`src/rtl/br_pkg.sv`:
```
package br_pkg;
  typedef enum logic [1:0] {
    CLS_OTHER = 2'b00,
    CLS_BRZ   = 2'b01,
    CLS_BRNZ  = 2'b10,
    CLS_JUMP  = 2'b11
  } br_class_e;
endpackage

```
`src/rtl/br_cond.sv`:
```
module br_cond
  import br_pkg::*;
#(
  parameter int XLEN = 32
) (
  input  br_class_e       cls,
  input  logic            live,
  input  logic [XLEN-1:0] opnd,
  output logic            taken,
  output logic            is_ctl
);
  logic zero;

  always_comb begin
    zero   = (opnd == '0);
    taken  = 1'b0;
    is_ctl = 1'b0;
    if (live) begin
      unique case (cls)
        CLS_BRZ:  begin taken = zero;  is_ctl = 1'b1; end
        CLS_BRNZ: begin taken = !zero; is_ctl = 1'b1; end
        CLS_JUMP: begin taken = 1'b1;  is_ctl = 1'b1; end
        default:  begin taken = 1'b0;  is_ctl = 1'b0; end
      endcase
    end
  end
endmodule

```
`src/rtl/br_target.sv`:
```
module br_target
  import br_pkg::*;
#(
  parameter int XLEN   = 32,
  parameter int DISP_W = 16
) (
  input  br_class_e         cls,
  input  logic [XLEN-1:0]   pc,
  input  logic [DISP_W-1:0] disp,
  input  logic [XLEN-1:0]   opnd,
  output logic [XLEN-1:0]   target,
  output logic [XLEN-1:0]   seq_pc
);
  localparam int EXT_W = XLEN - DISP_W - 2;
  logic [XLEN-1:0] offset;

  always_comb begin
    seq_pc = pc + XLEN'(4);
    offset = {{EXT_W{disp[DISP_W-1]}}, disp, 2'b00};
    if (cls == CLS_JUMP) target = {opnd[XLEN-1:2], 2'b00};
    else                 target = seq_pc + offset;
  end
endmodule

```
`src/rtl/br_slot.sv`:
```
module br_slot #(
  parameter bit ANNUL_EN = 1'b1
) (
  input  logic clk,
  input  logic rst_n,
  input  logic redirect,
  output logic annul,
  output logic slot_nop
);
  logic nop_d, nop_q;

  generate
    if (ANNUL_EN) begin : g_annul
      always_comb annul = redirect;
    end else begin : g_fault
      always_comb annul = 1'b0;
    end
  endgenerate

  always_comb nop_d = annul;

  always_ff @(posedge clk or negedge rst_n) begin
    if (!rst_n) nop_q <= 1'b0;
    else        nop_q <= nop_d;
  end

  assign slot_nop = nop_q;

  a_r7_nop_follows_annul: assert property (@(posedge clk) disable iff (!rst_n)
    annul |=> slot_nop);
  a_r7_no_double_annul: assert property (@(posedge clk) disable iff (!rst_n)
    annul |=> !annul);
  a_r8_fault_quiet: assert property (@(posedge clk) disable iff (!rst_n)
    !ANNUL_EN |-> (!annul && !slot_nop));
endmodule

```
`src/rtl/br_resolve_unit.sv`:
```
module br_resolve_unit
  import br_pkg::*;
#(
  parameter int XLEN     = 32,
  parameter int DISP_W   = 16,
  parameter bit ANNUL_EN = 1'b1
) (
  input  logic              clk,
  input  logic              rst_n,
  input  logic [1:0]        rf_class,
  input  logic [XLEN-1:0]   rf_pc,
  input  logic [DISP_W-1:0] rf_disp,
  input  logic [XLEN-1:0]   rf_opnd,
  output logic              redirect,
  output logic [XLEN-1:0]   redirect_pc,
  output logic              annul_if,
  output logic              link_we,
  output logic [XLEN-1:0]   link_data,
  output logic              slot_nop
);
  br_class_e cls;
  logic      live, taken, is_ctl;

  assign cls  = br_class_e'(rf_class);
  assign live = !slot_nop;

  br_cond #(.XLEN(XLEN)) u_cond (
    .cls(cls), .live(live), .opnd(rf_opnd), .taken(taken), .is_ctl(is_ctl)
  );

  br_target #(.XLEN(XLEN), .DISP_W(DISP_W)) u_tgt (
    .cls(cls), .pc(rf_pc), .disp(rf_disp), .opnd(rf_opnd),
    .target(redirect_pc), .seq_pc(link_data)
  );

  br_slot #(.ANNUL_EN(ANNUL_EN)) u_slot (
    .clk(clk), .rst_n(rst_n), .redirect(taken), .annul(annul_if), .slot_nop(slot_nop)
  );

  assign redirect = taken;
  assign link_we  = is_ctl;

  a_r7_slot_ignored: assert property (@(posedge clk) disable iff (!rst_n)
    slot_nop |-> (!redirect && !link_we));
  a_r4_jump_aligned: assert property (@(posedge clk) disable iff (!rst_n)
    (cls == CLS_JUMP && live) |-> (redirect && redirect_pc[1:0] == 2'b00));
  a_r6_no_annul_without_redirect: assert property (@(posedge clk) disable iff (!rst_n)
    annul_if |-> redirect);
  a_r5_other_no_link: assert property (@(posedge clk) disable iff (!rst_n)
    (cls == CLS_OTHER) |-> !link_we);
endmodule

```
`config.mk`:
```
export PLATFORM = sky130hd
export DESIGN_NAME = br_resolve_unit
export DESIGN_NICKNAME = d
export VERILOG_FILES = /design/src/rtl/br_pkg.sv /design/src/rtl/br_cond.sv /design/src/rtl/br_target.sv /design/src/rtl/br_slot.sv /design/src/rtl/br_resolve_unit.sv
export SDC_FILE = /design/constraint.sdc
export NUM_CORES = 1
export LEC_CHECK = 0
export CAP_MARGIN = 25
export CORE_ASPECT_RATIO = 1.5
export CORE_MARGIN = 2
export CORE_UTILIZATION = 41
export CTS_BUF_LIST = sky130_fd_sc_hd__clkbuf_4
export CTS_CLUSTER_DIAMETER = 80
export DETAILED_ROUTE_END_ITERATION = 8
export GPL_TIMING_DRIVEN = 0
export MAX_ROUTING_LAYER = met4
export PLACE_DENSITY = 0.89
export SLEW_MARGIN = 10
export SYNTH_ARGS = -nofsm -noshare
export SYNTH_HDL_FRONTEND = slang
export SYNTH_SLANG_ARGS = --single-unit
```
`constraint.sdc`:
```
create_clock -name clk -period 5.3 [get_ports clk]
set_clock_uncertainty 0.1 [all_clocks]
set_input_delay 1.06 -clock clk [delete_from_list [all_inputs] [get_ports clk]]
set_output_delay 1.06 -clock clk [all_outputs]
set_load 0.01 [all_outputs]
```
# Word level (Yosys, flattened, before mapping)
# Cells that the tools add are included.
dict set report word_totals {
  reg_bits 1
  latchBits 0
  mem_bits_rw 0
  romBits 0
  inputBits 84
  output_inout_bits 68
  elab_cells 14
  mem_count 0
}
dict set report classes {
  add_sub_neg 2
  multipliers 0
  div 0
  n_lt_le_gt_ge 0
  n_eq_ne 3
  shifts 0
  mux 5
  n_bitwise 0
  n_reduce_logical 3
}
# operator count
set op_table {}
lappend op_table {{adder 32 x 3 -> 32 bit, second input constant} 1}
lappend op_table {{adder 32 bit} 1}
lappend op_table {{zero test 32 bit} 1}
lappend op_table {{two-way mux 32 bit} 1}
lappend op_table {{equality test 2 bit, second input constant} 2}
lappend op_table {{two-way mux 1 bit} 3}
lappend op_table {{case mux 1 bit (3 select lines)} 1}
lappend op_table {{OR reduction 3 bit} 1}
lappend op_table {{equality test 2 x 1 -> 1 bit, second input constant} 1}
lappend op_table {{zero test 1 bit} 1}

# Depth between registers and ports, before layout
dict set report logic_depth {
  word_depth 4
  mapped_depth 15
  depth_no_buf 14
}

# Modules after synthesis
# Synthesis repeated with hierarchy kept, for this count alone.
dict set report hier_totals {
  cells_unflattened 411
  area_unflattened_um2 2732.6
}
# mod n_inst cells_each area_each_um2 seq_area_each_um2
set by_module_without_submodules {}
lappend by_module_without_submodules {br_target 1 394 2582.5 0.0}
lappend by_module_without_submodules {br_cond 1 14 113.9 0.0}
lappend by_module_without_submodules {br_slot 1 2 32.5 25.0}
lappend by_module_without_submodules {br_resolve_unit 1 1 3.8 0.0}

# Least setup slack after synthesis
# OpenSTA, ideal clock, no wires.
dict set report synth_timing {
  path_type {input port to output port}
  from {in rf_pc[4]}
  to {out redirect_pc[27]}
  t_arrival_ns 3.948
  required_ns 4.140
  setup_slack_ns 0.192
  path_stages 14
  path_buffers 1
  path_cell_list {and4_2 > nand3_1 > nor3_2 > nand2_1 > xnor2_1 > ha_1 > clkdlybuf4s15_1 > a21o_1 > a21o_1 > a21o_2 > a21bo_2 > a21oi_1 > xor2_1 > a21oi_1}
}
dict set report synth_via {
  elab_chain_len 3
}
# item line
set synth_rtl {}
lappend synth_rtl {{start, declared} br_resolve_unit.sv:11} ;# input logic [XLEN-1:0] rf_pc,
lappend synth_rtl {{adder 32 x 3 -> 32 bit} br_target.sv:18} ;# seq_pc = pc + XLEN'(4);
lappend synth_rtl {{via link_data[20]} br_resolve_unit.sv:18} ;# output logic [XLEN-1:0] link_data,
lappend synth_rtl {{adder 32 bit} br_target.sv:21} ;# else target = seq_pc + offset;
lappend synth_rtl {{two-way mux 32 bit} br_target.sv:20} ;# if (cls == CLS_JUMP) target = {opnd[XLEN-1:2], 2'b00};
lappend synth_rtl {{end, declared} br_resolve_unit.sv:15} ;# output logic [XLEN-1:0] redirect_pc,
# The timed path passes the listed nets, and every way through them passes these cells.

# Worst setup path in the final report
dict set report layout_timing {
  from {in rf_pc[5]}
  to {out redirect_pc[25]}
}
dict set report layout_via {
  elab_chain_len 3
}
# item line
set layout_rtl {}
lappend layout_rtl {{adder 32 x 3 -> 32 bit} br_target.sv:18}
lappend layout_rtl {{adder 32 bit} br_target.sv:21}
lappend layout_rtl {{two-way mux 32 bit} br_target.sv:20}
# Every way passes these cells.

==> results by group <==
Logic synthesis
  – Commonest cells in the netlist: 50 x nand2_1, 47 x nor2_1, 45 x a21oi_1, 34 x ha_1, 30 x xnor2_1
  – Synthesized flop and latch total: 1
  – FFs w/ async S/R, synth: 100.0%
  – Count leader, synth: nand2_1
  – Synth cell types: 60
  – Number of synthesized flops with an enable pin: 0
  – Top_reg_cell synth: dfrtp_1
  – Post-synthesis instance total: between 400 and 500
  – Synth top area cells: ha_1 15%, xnor2_1 9.5%, a21oi_1 8.2%
  – Largest area contributor in the netlist: ha_1
  – Synth top area share: between 10% and 20%
  – Ys Warns: 0
  – Syn Std Cell Area: about 0.0028 sq mm
  – Register area share after synthesis: less than 1%
  – Syn Nets: 531
  – Mean Syn Cell Area: around 6.7 sq um

Timing
  – Slew HR: around 58%
  – Max Slew Vio Count: 0
  – Max Fclk: roughly 0.18 GHz
  – Worst slew pin tran: 631.1 ps
  – Final setup fails: 5
  – Post-route minimum period: 5503 ps
  – Final WS setup: -202.9 ps
  – Crit share post-route: 103.8%
  – RSZ-0062 raised after global routing: true
  – Final hold vios: 0

Finish
  – Final nets: 736
  – Area grow syn2layout: 94.33%
  – Fin util: between 80% and 90%
  – Final instance area: about 0.0054 sq mm
  – Antenna diode count: 0
  – Layout Cells excl Fill: around 690
  – Max reg flops: 1
  – Layout cells sized above 1: approximately 29%
  – FILL cells: ~390

Placement
  – Inst Count DP: 639
  – PortBufs: ~150
  – Worst slack, placed: -1411 ps
  – Post-DP HPWL: between 9000 and 10,000 um
  – Area post-placement: 0.004367 sq mm
  – Gpl congestion: around 1

Setup path
  – Startpoint types: primary input
  – Endpoint class of the critical path: primary output
  – Crit path required time: between 4000 and 5000 ps
  – Data arrival, critical path: around 4300 ps
  – Reg2reg path depth: 1
  – Crit Path Category: in2out
  – CP max FO: 7

Floorplanning
  – DIE WIDTH: about 70 um
  – Die height: 104.5 um
  – Core Area: ~0.0065 sq mm
  – Initial Util: a little over two fifths
  – IO Pins: 152
  – Row count: 36
  – Die area: roughly 0.0074 sq mm

Pwr
  – Tot Pwr: around 670 uW
  – Power Dens Cells: between 100 and 150 mW/mm^2
  – Leak pwr: 2.155 nW
  – Max rail drop VDD: slightly below 80 uV

Route
  – DR iter-0 viols: 334
  – Post-Route WL: roughly 15,000 um
  – Vias per cell: approximately 6.3
  – Remaining DRCs: 0
  – Routed WL per cell: around 21 um
  – 1st-pass router iterations: 5
  – Final ANT Viol Nets: 0
  – Via count: around 4,300

GRT
  – Pin count of the biggest net entering global routing: 19
  – First-pass GRT wire length: slightly above 20,000 um
  – Initial antenna violation count: 0
  – Overflow after GRT: 0
  – All-Layer GR Usage: 33.86%
  – Number of global-route vias before repair: roughly 4,200

Clock network
  – Reg clk slew, reported paths: 0 ps
  – Clock Latency Late Sink: 0 ps
  – Hold Buf Count CTS: 0

Outcome
  – Status: finished with violations
  – Failing checks: negative setup slack

Hold path
  – Hold path cells: 1
  – Worst Hold Class: reg2reg

Run
  – Max_cap viols: 0
-- cell usage in the layout, fill, tap and decap left out, drive strengths merged, types with 4 or more instances in the layout --
master	instances
o21bai	6
o31ai	4
dlymetal6s2s	6
clkdlybuf4s50	114
inv	5
nand4	15
nor2	47
o21a	7
clkbuf	16
buf	72
a21o	10
nand3	21
nor4	10
o21ai	27
ha	34
nand2	50
and2	6
xnor2	30
dlygate4sd2	10
nor3	14
a21oi	46
a31oi	5
xor2	20
-- cell families after synthesis --
kind of cell | after synthesis | synth area share, %
DFF | 1 | 0.9065
AOI/OAI and AO/OA | 126 | 29.56
and+or+nand+nor | 178 | 32.59
buffers and inverters | 22 | 4.941
xor gates and xnor gates | 50 | 15.87
adders and majority gates | 35 | 16.14
-- through the flow --
step                      setup TNS [ps]  hold WS (ps)
after floorplan                        0         460.7
after global placement            -16900         394.1
after detailed placement          -17760         421.1
after CTS                              0         422.8
after global routing               -1711         440.4
final                             -631.5         422.8
-- report_power, final --
part	switching, mW	leakage, nW	internal (mW)	total [mW]
sequential	0.000465	0.0125	0.00830	0.00876
combinational	0.334	2.14	0.327	0.662
clock	0	0	0	0
-- final timing paths --
| kind | startpoint | end | slack, ps |
|---|---|---|---|
| max | rf_pc[5] | redirect_pc[25] | -200 |
| min | u_slot.slot_nop$_DFF_PN0_ | u_slot.slot_nop$_DFF_PN0_ | 420 |
| max reg2reg | u_slot.slot_nop$_DFF_PN0_ | u_slot.slot_nop$_DFF_PN0_ | 4410 |
| min reg2reg | u_slot.slot_nop$_DFF_PN0_ | u_slot.slot_nop$_DFF_PN0_ | 420 |
| max in group asynchronous | rst_n | u_slot.slot_nop$_DFF_PN0_ | 3870 |
| min in group asynchronous | rst_n | u_slot.slot_nop$_DFF_PN0_ | 1120 |
-- critical path, cell delays in order --
cell and delay, ps:
buf_8 80, and4_4 270, nand3_4 110, nor3_4 290, buf_6 160, xor2_4 200, ha_4 240, and2_1 160
buf_6 140, a21oi_2 120, o21bai_1 90, a31oi_1 430, a21boi_1 230, o21a_1 220, o31ai_1 240, dlygate4sd2_1 300
-- timing repair --
action                     4_1_cts  5_1_grt
pin swaps                       51       43
gates cloned                     0        0
buffers inserted                40       15
setup endpoints to repair       24       20
gates resized for setup        165       66
-- metal layers --
metal | routed length (um) | up-vias | track usage [%] | share of wire [%]
li1 | - | 1939 | - | -
met1 | 4847 | 1997 | 34.15 | 33
met2 | 7713 | 296 | 66.36 | 53
met3 | 1045 | 106 | 2.035 | 7.1
met4 | 1079 | 0 | 11.86 | 7.3
met5 | 0 | - | - | 0
-- layout make-up --
class | count | area, sq um | area share (%)
Tap cell | 76 | 95.09 | 1.773
Multi-Input combinational cell | 389 | 3228 | 60.18
Sequential cell | 1 | 25.02 | 0.4665
Buffer | 13 | 92.59 | 1.726
Inverter | 5 | 18.77 | 0.3499
Timing Repair Buffer | 207 | 1904 | 35.50
No activity file was read; power rests on OpenSTA's default activity.
